$ cat src/rtl/agu_pkg.sv
`timescale 1ns/1ps
// Package: shared widths and the lane count for the modulo address generator.
// Assumes: two lanes (X = index 0, Y = index 1), offsets narrower than addresses.
package agu_pkg;
    localparam int ADDR_W_DEF = 16;
    localparam int OFF_W_DEF  = 4;
    localparam int N_LANES    = 2;
    localparam int LANE_X     = 0;
    localparam int LANE_Y     = 1;
endpackage

$ cat src/rtl/agu_mask_reg.sv
`timescale 1ns/1ps
// Module: agu_mask_reg
// Holds one lane's modulo mask. A write is stored at the sampling edge, and
// the stored value is the one steps in later cycles see.
// Assumes: synchronous active-low reset, which clears the mask (linear mode).
module agu_mask_reg #(
    parameter int ADDR_W = 16
) (
    input  logic              clk,
    input  logic              rst_n,
    input  logic              we,
    input  logic [ADDR_W-1:0] wd,
    output logic [ADDR_W-1:0] mask
);
    // Purpose: store the mask on a write, clear it on reset.
    always_ff @(posedge clk) begin
        if (!rst_n) begin
            mask <= '0;
        end else if (we) begin
            mask <= wd;
        end
    end
endmodule

$ cat src/rtl/agu_step_unit.sv
`timescale 1ns/1ps
// Module: agu_step_unit
// Computes one lane's next address from the current address, a signed
// offset and the mask. A zero mask gives a plain 16-bit add. A non-zero
// mask lets only the masked bits take the sum.
// Assumes: the mask needs no particular shape. It is applied bit by bit.
module agu_step_unit #(
    parameter int ADDR_W = 16,
    parameter int OFF_W  = 4
) (
    input  logic [ADDR_W-1:0] cur,
    input  logic [OFF_W-1:0]  off,
    input  logic [ADDR_W-1:0] mask,
    output logic [ADDR_W-1:0] nxt
);
    localparam int EXT_W = ADDR_W - OFF_W;

    logic [ADDR_W-1:0] off_ext;
    logic [ADDR_W-1:0] sum;
    logic              linear;

    // Purpose: sign-extend the offset and form the full-width sum.
    always_comb begin
        off_ext = {{EXT_W{off[OFF_W-1]}}, off};
        sum     = cur + off_ext;
        linear  = (mask == '0);
    end

    // Purpose: choose linear or masked merge of the sum into the address.
    always_comb begin
        if (linear) begin
            nxt = sum;
        end else begin
            nxt = (cur & ~mask) | (sum & mask);
        end
    end
endmodule

$ cat src/rtl/agu_index_reg.sv
`timescale 1ns/1ps
// Module: agu_index_reg
// One lane's address register. A load takes priority over a step. With
// neither, the register holds.
// Assumes: synchronous active-low reset to address zero.
module agu_index_reg #(
    parameter int ADDR_W = 16
) (
    input  logic              clk,
    input  logic              rst_n,
    input  logic              ld,
    input  logic [ADDR_W-1:0] ld_val,
    input  logic              step,
    input  logic [ADDR_W-1:0] nxt,
    output logic [ADDR_W-1:0] q
);
    // Purpose: update the address with load > step > hold priority.
    always_ff @(posedge clk) begin
        if (!rst_n) begin
            q <= '0;
        end else if (ld) begin
            q <= ld_val;
        end else if (step) begin
            q <= nxt;
        end
    end
endmodule

$ cat src/rtl/modulo_addr_gen.sv
`timescale 1ns/1ps
// Module: modulo_addr_gen (top)
// Two address lanes (X, Y), each with its own mask register, step unit and
// address register. One step strobe moves both lanes together.
// Assumes: the inputs are known at every clock edge once reset is released.
module modulo_addr_gen
    import agu_pkg::*;
#(
    parameter int ADDR_W = ADDR_W_DEF,
    parameter int OFF_W  = OFF_W_DEF
) (
    input  logic              clk,
    input  logic              rst_n,
    input  logic              step_en,
    input  logic [OFF_W-1:0]  x_off,
    input  logic [OFF_W-1:0]  y_off,
    input  logic              x_mask_we,
    input  logic [ADDR_W-1:0] x_mask_wd,
    input  logic              y_mask_we,
    input  logic [ADDR_W-1:0] y_mask_wd,
    input  logic              x_load,
    input  logic [ADDR_W-1:0] x_load_val,
    input  logic              y_load,
    input  logic [ADDR_W-1:0] y_load_val,
    output logic [ADDR_W-1:0] x_addr,
    output logic [ADDR_W-1:0] y_addr
);
    logic [N_LANES-1:0][OFF_W-1:0]  lane_off;
    logic [N_LANES-1:0]             lane_mwe;
    logic [N_LANES-1:0][ADDR_W-1:0] lane_mwd;
    logic [N_LANES-1:0]             lane_ld;
    logic [N_LANES-1:0][ADDR_W-1:0] lane_ldv;
    logic [N_LANES-1:0][ADDR_W-1:0] lane_mask;
    logic [N_LANES-1:0][ADDR_W-1:0] lane_nxt;
    logic [N_LANES-1:0][ADDR_W-1:0] lane_addr;

    // Purpose: gather the per-axis ports into lane arrays.
    always_comb begin
        lane_off[LANE_X] = x_off;
        lane_off[LANE_Y] = y_off;
        lane_mwe[LANE_X] = x_mask_we;
        lane_mwe[LANE_Y] = y_mask_we;
        lane_mwd[LANE_X] = x_mask_wd;
        lane_mwd[LANE_Y] = y_mask_wd;
        lane_ld[LANE_X]  = x_load;
        lane_ld[LANE_Y]  = y_load;
        lane_ldv[LANE_X] = x_load_val;
        lane_ldv[LANE_Y] = y_load_val;
    end

    for (genvar g = 0; g < N_LANES; g++) begin : g_lane
        agu_mask_reg #(.ADDR_W(ADDR_W)) u_mask (
            .clk  (clk),
            .rst_n(rst_n),
            .we   (lane_mwe[g]),
            .wd   (lane_mwd[g]),
            .mask (lane_mask[g])
        );

        agu_step_unit #(.ADDR_W(ADDR_W), .OFF_W(OFF_W)) u_step (
            .cur (lane_addr[g]),
            .off (lane_off[g]),
            .mask(lane_mask[g]),
            .nxt (lane_nxt[g])
        );

        agu_index_reg #(.ADDR_W(ADDR_W)) u_idx (
            .clk   (clk),
            .rst_n (rst_n),
            .ld    (lane_ld[g]),
            .ld_val(lane_ldv[g]),
            .step  (step_en),
            .nxt   (lane_nxt[g]),
            .q     (lane_addr[g])
        );
    end

    // Purpose: drive the per-axis address outputs.
    always_comb begin
        x_addr = lane_addr[LANE_X];
        y_addr = lane_addr[LANE_Y];
    end
endmodule

$ cat config.mk
export PLATFORM = sky130hd
export DESIGN_NAME = modulo_addr_gen
export DESIGN_NICKNAME = d
export VERILOG_FILES = /design/src/rtl/agu_pkg.sv /design/src/rtl/agu_mask_reg.sv /design/src/rtl/agu_step_unit.sv /design/src/rtl/agu_index_reg.sv /design/src/rtl/modulo_addr_gen.sv
export SDC_FILE = /design/constraint.sdc
export NUM_CORES = 1
export LEC_CHECK = 0
export BUFFER_PORTS_ARGS = -buffer_cell sky130_fd_sc_hd__buf_2
export CAP_MARGIN = 20
export CORE_UTILIZATION = 35
export DETAILED_ROUTE_END_ITERATION = 10
export HOLD_SLACK_MARGIN = 0.05
export PLACE_DENSITY = 0.54
export SLEW_MARGIN = 10
export SYNTH_ARGS = -nofsm -noshare
export SYNTH_HDL_FRONTEND = slang
export SYNTH_SLANG_ARGS = --single-unit
$ cat constraint.sdc
create_clock -name clk -period 2.9 [get_ports clk]
set_clock_uncertainty 0.1 [all_clocks]
set_input_delay 0.58 -clock clk [delete_from_list [all_inputs] [get_ports clk]]
set_output_delay 0.58 -clock clk [all_outputs]
set_load 0.02 [all_outputs]
### Yosys cells after proc, flatten, opt, wreduce, memory -nomap -nowiden

Index checks and enable logic that the tools add are counted.

| word-level totals | value |
|---|---|
| bits in latches | 0 |
| bits in writable memories | 0 |
| memories | 0 |
| memory bits (read-only) | 0 |
| input port bits | 79 |
| register bits | 64 |
| logic and storage cells | 24 |
| output and inout bits | 32 |

| cells by class | value |
|---|---|
| div/mod/pow operators | 0 |
| muxes and demuxes | 6 |
| eq/ne operators | 0 |
| shift operators | 0 |
| multiply operators | 0 |
| bitwise logic cells | 8 |
| reduce and logical (&&, ||, !) cells | 4 |
| order comparisons | 0 |
| add/subtract/negate cells | 2 |

Operators by type and width:

| cell | count |
|---|---|
| 16-bit two-way mux | 6 |
| 16-bit AND | 4 |
| 16-bit adder | 2 |
| 16-bit zero test | 2 |
| 16-bit inverter | 2 |
| 16-bit bitwise OR | 2 |
| 2-bit nonzero test | 2 |

### Longest topological paths before layout

| depth | value |
|---|---|
| depth in word-level cells | 6 |
| mapped depth | 8 |
| gate-level depth less buffers | 8 |

### By module

Synthesis repeated with hierarchy kept, for this count alone.

| second synthesis, totals | value |
|---|---|
| cells, all modules | 534 |
| area, all modules | 4968.5 sq um |

By module, submodules not included:

| module | cells each | sequential area each (sq um) | area each (sq um) | times used |
|---|---|---|---|---|
| agu_index_reg | 71 | 320.3 | 852.1 | 2 |
| agu_mask_reg | 51 | 320.3 | 615.6 | 2 |
| agu_step_unit at g_lane[1].u_step | 155 | 0.0 | 1082.3 | 1 |
| agu_step_unit at g_lane[0].u_step | 135 | 0.0 | 950.9 | 1 |

### Worst setup path after synthesis

OpenSTA, ideal clock, no wires.

| path | value |
|---|---|
| kind | in2reg |
| start | in x_off[0] |
| end | reg (tool-made name) |
| stages | 8 |
| path slack | 0.318 ns |
| buffers on the path | 0 |
| arrival | 2.360 ns |
| cells stage by stage | ha_1 fa_1 a21o_1 a221oi_2 o21ai_2 a221oi_1 a211o_1 o21ai_0 |

RTL lines:

| element | RTL line | text |
|---|---|---|
| start, declared | modulo_addr_gen.sv:15 | `input logic [OFF_W-1:0] x_off,` |

==> qor.txt <==
========================================================================================
Leading cell type in the layout, fill and taps excluded ................... sky130_fd_sc_hd__buf_2
Post-Syn Nets .............................................................          605
Power per unit of standard cell area ......................................  532 nW/um^2
Portion of the clock cycle consumed by the worst path in the final layout .        88.8%
Maximum resistive drop on vdd .............................................     0.359 mV
Layout overhead on the synthesized area ...................................        23.5%
CTS sink cnt ..............................................................           64
Initial Util ..............................................................        36.4%
Status .................................................................... finished with violations
Main flop type after synthesis ............................................ sky130_fd_sc_hd__dfxtp_1
Count of fill cells added during filler insertion .........................         1188
Number of buffers added for setup after CTS ...............................            0
Placement-stage cell area .................................................   4920 sq um
Pin count of the biggest net entering global routing ......................           31
Slew Limit Fails ..........................................................            0
Share of the yosys chip area belonging to registers .......................        30.3%
Number of vias per cell after detailed routing ............................         5.45
Final weighted congestion of routability-driven global placement ..........        0.859
Final sum of negative setup slack .........................................         0 ps
Final cell count without fillers ..........................................          748
Count of distinct cell types in the synthesized netlist ...................           53
Critical path arrival .....................................................      2690 ps
Highest-count cells in the layout ignoring fill and taps .................. sky130_fd_sc_hd__buf_2, sky130_fd_sc_hd__dfxtp_1, sky130_fd_sc_hd__nor2_1
Average footprint of a synthesized cell ...................................   8.56 sq um
Number of nets in the layout ..............................................          711
Number of enable flip-flop cells after synthesis ..........................            0
Max Clock Freq ............................................................      388 MHz
Violated checks ...........................................................          DRC
Cell row count ............................................................           39
Final setup violating endpoints ...........................................            0
CP startpoint kind ........................................................    input pin
Leading post-synthesis cells by cell area ................................. sky130_fd_sc_hd__dfxtp_1, sky130_fd_sc_hd__mux2i_1, sky130_fd_sc_hd__ha_1
Final non-filler cell area ................................................   5220 sq um
Total inserted antenna cells ..............................................            0
Post-Syn Instances ........................................................          494
Hold WC Path Type .........................................................    in -> reg
Via count of the first global-routing pass ................................         3855
Worst-Skew Late Latency ...................................................       330 ps
Largest fanout on the critical path .......................................            3
Initial DRC Count .........................................................          243
Async SR Flop Fraction ....................................................           0%
Flip-flop and latch area ..................................................   1280 sq um
Relative max-transition margin ............................................        65.6%
DIE AREA ..................................................................  12500 sq um
Largest incremental delay on the critical path ............................       400 ps
Clock root cell ........................................................... sky130_fd_sc_hd__clkbuf_16
Largest delay share family, worst path .................................... compound AO/OA/AOI/OAI gates
First-pass GRT wire length ................................................     19700 um
Post-synthesis instance area ..............................................   4230 sq um
Total Wirelength ..........................................................     12100 um
Placed cells ..............................................................          732
Critical Path Most Common Cell ............................................ sky130_fd_sc_hd__o21ai_2
Number of maximum-capacitance constraint violations .......................            0
Deepest level of the CTS H-tree ...........................................            3
Clock tree from TritonCTS .................................................         done
Number of design rule violations left after detail routing ................            7
Cell-by-cell trace of the critical path ................................... buf_2 -> ha_1 -> fa_1 -> a21o_1 -> a221oi_2 -> o21ai_2 -> o21ai_2 -> a211oi_1 -> a2111oi_1
Antenna Violating Nets Remaining ..........................................            0
Count of pins on the block boundary .......................................          111
Antenna violations before repair ..........................................            1
Area occupied by multi-input gates ........................................   2810 sq um
Total routing usage reported by global routing ............................        20.2%
Startpoint-to-endpoint class of the critical path .........................    in -> reg
DP Wirelength .............................................................      9470 um
Post-layout minimum cycle time ............................................      2570 ps
Synthesized flop and latch total ..........................................           64
Critical Path RT ..........................................................      3010 ps
Total gr overflow .........................................................            0
Post_cts resized ..........................................................            0
Maximum count of clock buffers along a single path ........................            2
Fraction of layout cells with a size suffix above 1 .......................        24.3%
Total CTS buffers .........................................................            9
Count of yosys warnings during synthesis ..................................            0
Hold violation total from the final report ................................            0
Y dimension of the die ....................................................       112 um
Utilization of the core after routing .....................................        44.9%
Leakage component of the power ............................................   0.00251 uW
Transition time at the pin with the least slew margin .....................       515 ps
RSZ-0062 raised after global routing ......................................           no
Crit-path slowest cell .................................................... sky130_fd_sc_hd__fa_1
DRT Pass-1 Iters ..........................................................            7
CP Buf/Inv Count ..........................................................            1
Wire per inst .............................................................      16.2 um
Area share of the leading cell type in the synthesized netlist ............        30.3%
Floorplan Core Area .......................................................  11600 sq um
Number of buffers inserted by hold repair at cts ..........................            0
Die Span X ................................................................       112 um
Via Count .................................................................         4074
Total of buffers placed on input and output ports .........................          110
Crit end category .........................................................    flip-flop
Reg clk slew, reported paths ..............................................        60 ps
Most area-hungry cell type in the Yosys netlist ........................... sky130_fd_sc_hd__dfxtp_1
========================================================================================
power breakdown:
group          total [uW]  leakage [uW]  internal (uW)  switching, uW
sequential            999      0.000529            942           57.1
clock                1110      0.000139            672            433
combinational         673       0.00184            292            381
layer usage:
| layer | routed length, um | vias to the layer above | GRT usage [%] | part of all wire (%) |
|---|---|---|---|---|
| met5 | 12 | - | 0 | 0.099 |
| met4 | 142 | 2 | 6.31 | 1.2 |
| met3 | 601 | 10 | 5.33 | 5.0 |
| met2 | 5330 | 100 | 30.3 | 44 |
| met1 | 6030 | 1898 | 28.0 | 50 |
| li1 | - | 2064 | - | - |
cell families (layout without fill, tap and decap cells):
kind of cell | after synthesis | after routing | share of synthesized area, %
AO/OA/AOI/OAI | 164 | 164 | 24.6
XOR/XNOR | 18 | 18 | 3.73
AND/OR/NAND/NOR | 124 | 124 | 14.0
multiplexers | 59 | 59 | 14.2
flip-flops | 64 | 64 | 30.3
adder cells (fa/ha/maj) | 32 | 32 | 9.83
buffers and inverters | 33 | 144 | 3.28
synthesized netlist by cell type (2+ instances only):
| cell | count |
|---|---|
| sky130_fd_sc_hd__dfxtp_1 | 64 |
| sky130_fd_sc_hd__nor2_1 | 55 |
| sky130_fd_sc_hd__o21ai_0 | 52 |
| sky130_fd_sc_hd__mux2i_1 | 51 |
| sky130_fd_sc_hd__a21oi_1 | 39 |
| sky130_fd_sc_hd__ha_1 | 30 |
| sky130_fd_sc_hd__nand2_1 | 16 |
| sky130_fd_sc_hd__a21o_1 | 14 |
| sky130_fd_sc_hd__clkbuf_1 | 14 |
| sky130_fd_sc_hd__a211oi_1 | 12 |
| sky130_fd_sc_hd__nand3_1 | 12 |
| sky130_fd_sc_hd__xor2_1 | 11 |
| sky130_fd_sc_hd__and3_1 | 8 |
| sky130_fd_sc_hd__inv_1 | 8 |
| sky130_fd_sc_hd__mux2_2 | 8 |
| sky130_fd_sc_hd__nor4_1 | 8 |
| sky130_fd_sc_hd__xnor2_1 | 7 |
| sky130_fd_sc_hd__buf_2 | 6 |
| sky130_fd_sc_hd__o21a_1 | 6 |
| sky130_fd_sc_hd__o21bai_1 | 6 |
| sky130_fd_sc_hd__a31oi_1 | 4 |
| sky130_fd_sc_hd__nand4_1 | 4 |
| sky130_fd_sc_hd__nor2b_1 | 4 |
| sky130_fd_sc_hd__o211a_1 | 4 |
| sky130_fd_sc_hd__o221ai_1 | 4 |
| sky130_fd_sc_hd__and2_1 | 3 |
| sky130_fd_sc_hd__nor3_1 | 3 |
| sky130_fd_sc_hd__o31a_1 | 3 |
| sky130_fd_sc_hd__a2111oi_0 | 2 |
| sky130_fd_sc_hd__a211o_1 | 2 |
| sky130_fd_sc_hd__a21boi_0 | 2 |
| sky130_fd_sc_hd__a221oi_1 | 2 |
| sky130_fd_sc_hd__and4_1 | 2 |
| sky130_fd_sc_hd__buf_1 | 2 |
| sky130_fd_sc_hd__fa_1 | 2 |
| sky130_fd_sc_hd__nor3b_1 | 2 |
| sky130_fd_sc_hd__o211ai_1 | 2 |
| sky130_fd_sc_hd__o21ai_2 | 2 |
| sky130_fd_sc_hd__o22ai_1 | 2 |
| sky130_fd_sc_hd__or3_1 | 2 |
| sky130_fd_sc_hd__or4_1 | 2 |
per-stage QoR:
step	hold WS (ps)	power [uW]	worst slack (ps)
after floorplan	378	1480	318
after global placement	400	1680	50.0
after detailed placement	410	1690	-14.7
after CTS	357	2800	317
after global routing	359	2940	181
final	367	2780	325
worst paths after layout:
check,startpoint,slack [ps],cells after the start,endpoint
max,x_off[0],330,9,flip-flop
min,y_load_val[6],370,2,flip-flop
max reg2reg,flip-flop,360,8,flip-flop
min reg2reg,g_lane[0].u_mask.mask[11]$_SDFFE_PN0P_,430,2,g_lane[0].u_mask.mask[11]$_SDFFE_PN0P_
layout make-up:
class                      instances  share of cell area (%)
clock buffer                       9                    4.31
tap                              143                    3.43
inverter                          10                   0.719
multi-input combinational        397                    53.8
sequential                        64                    24.5
timing repair buffer             118                    11.7
clock inverter                     7                    1.51
Power figures use the tool's default switching activity.
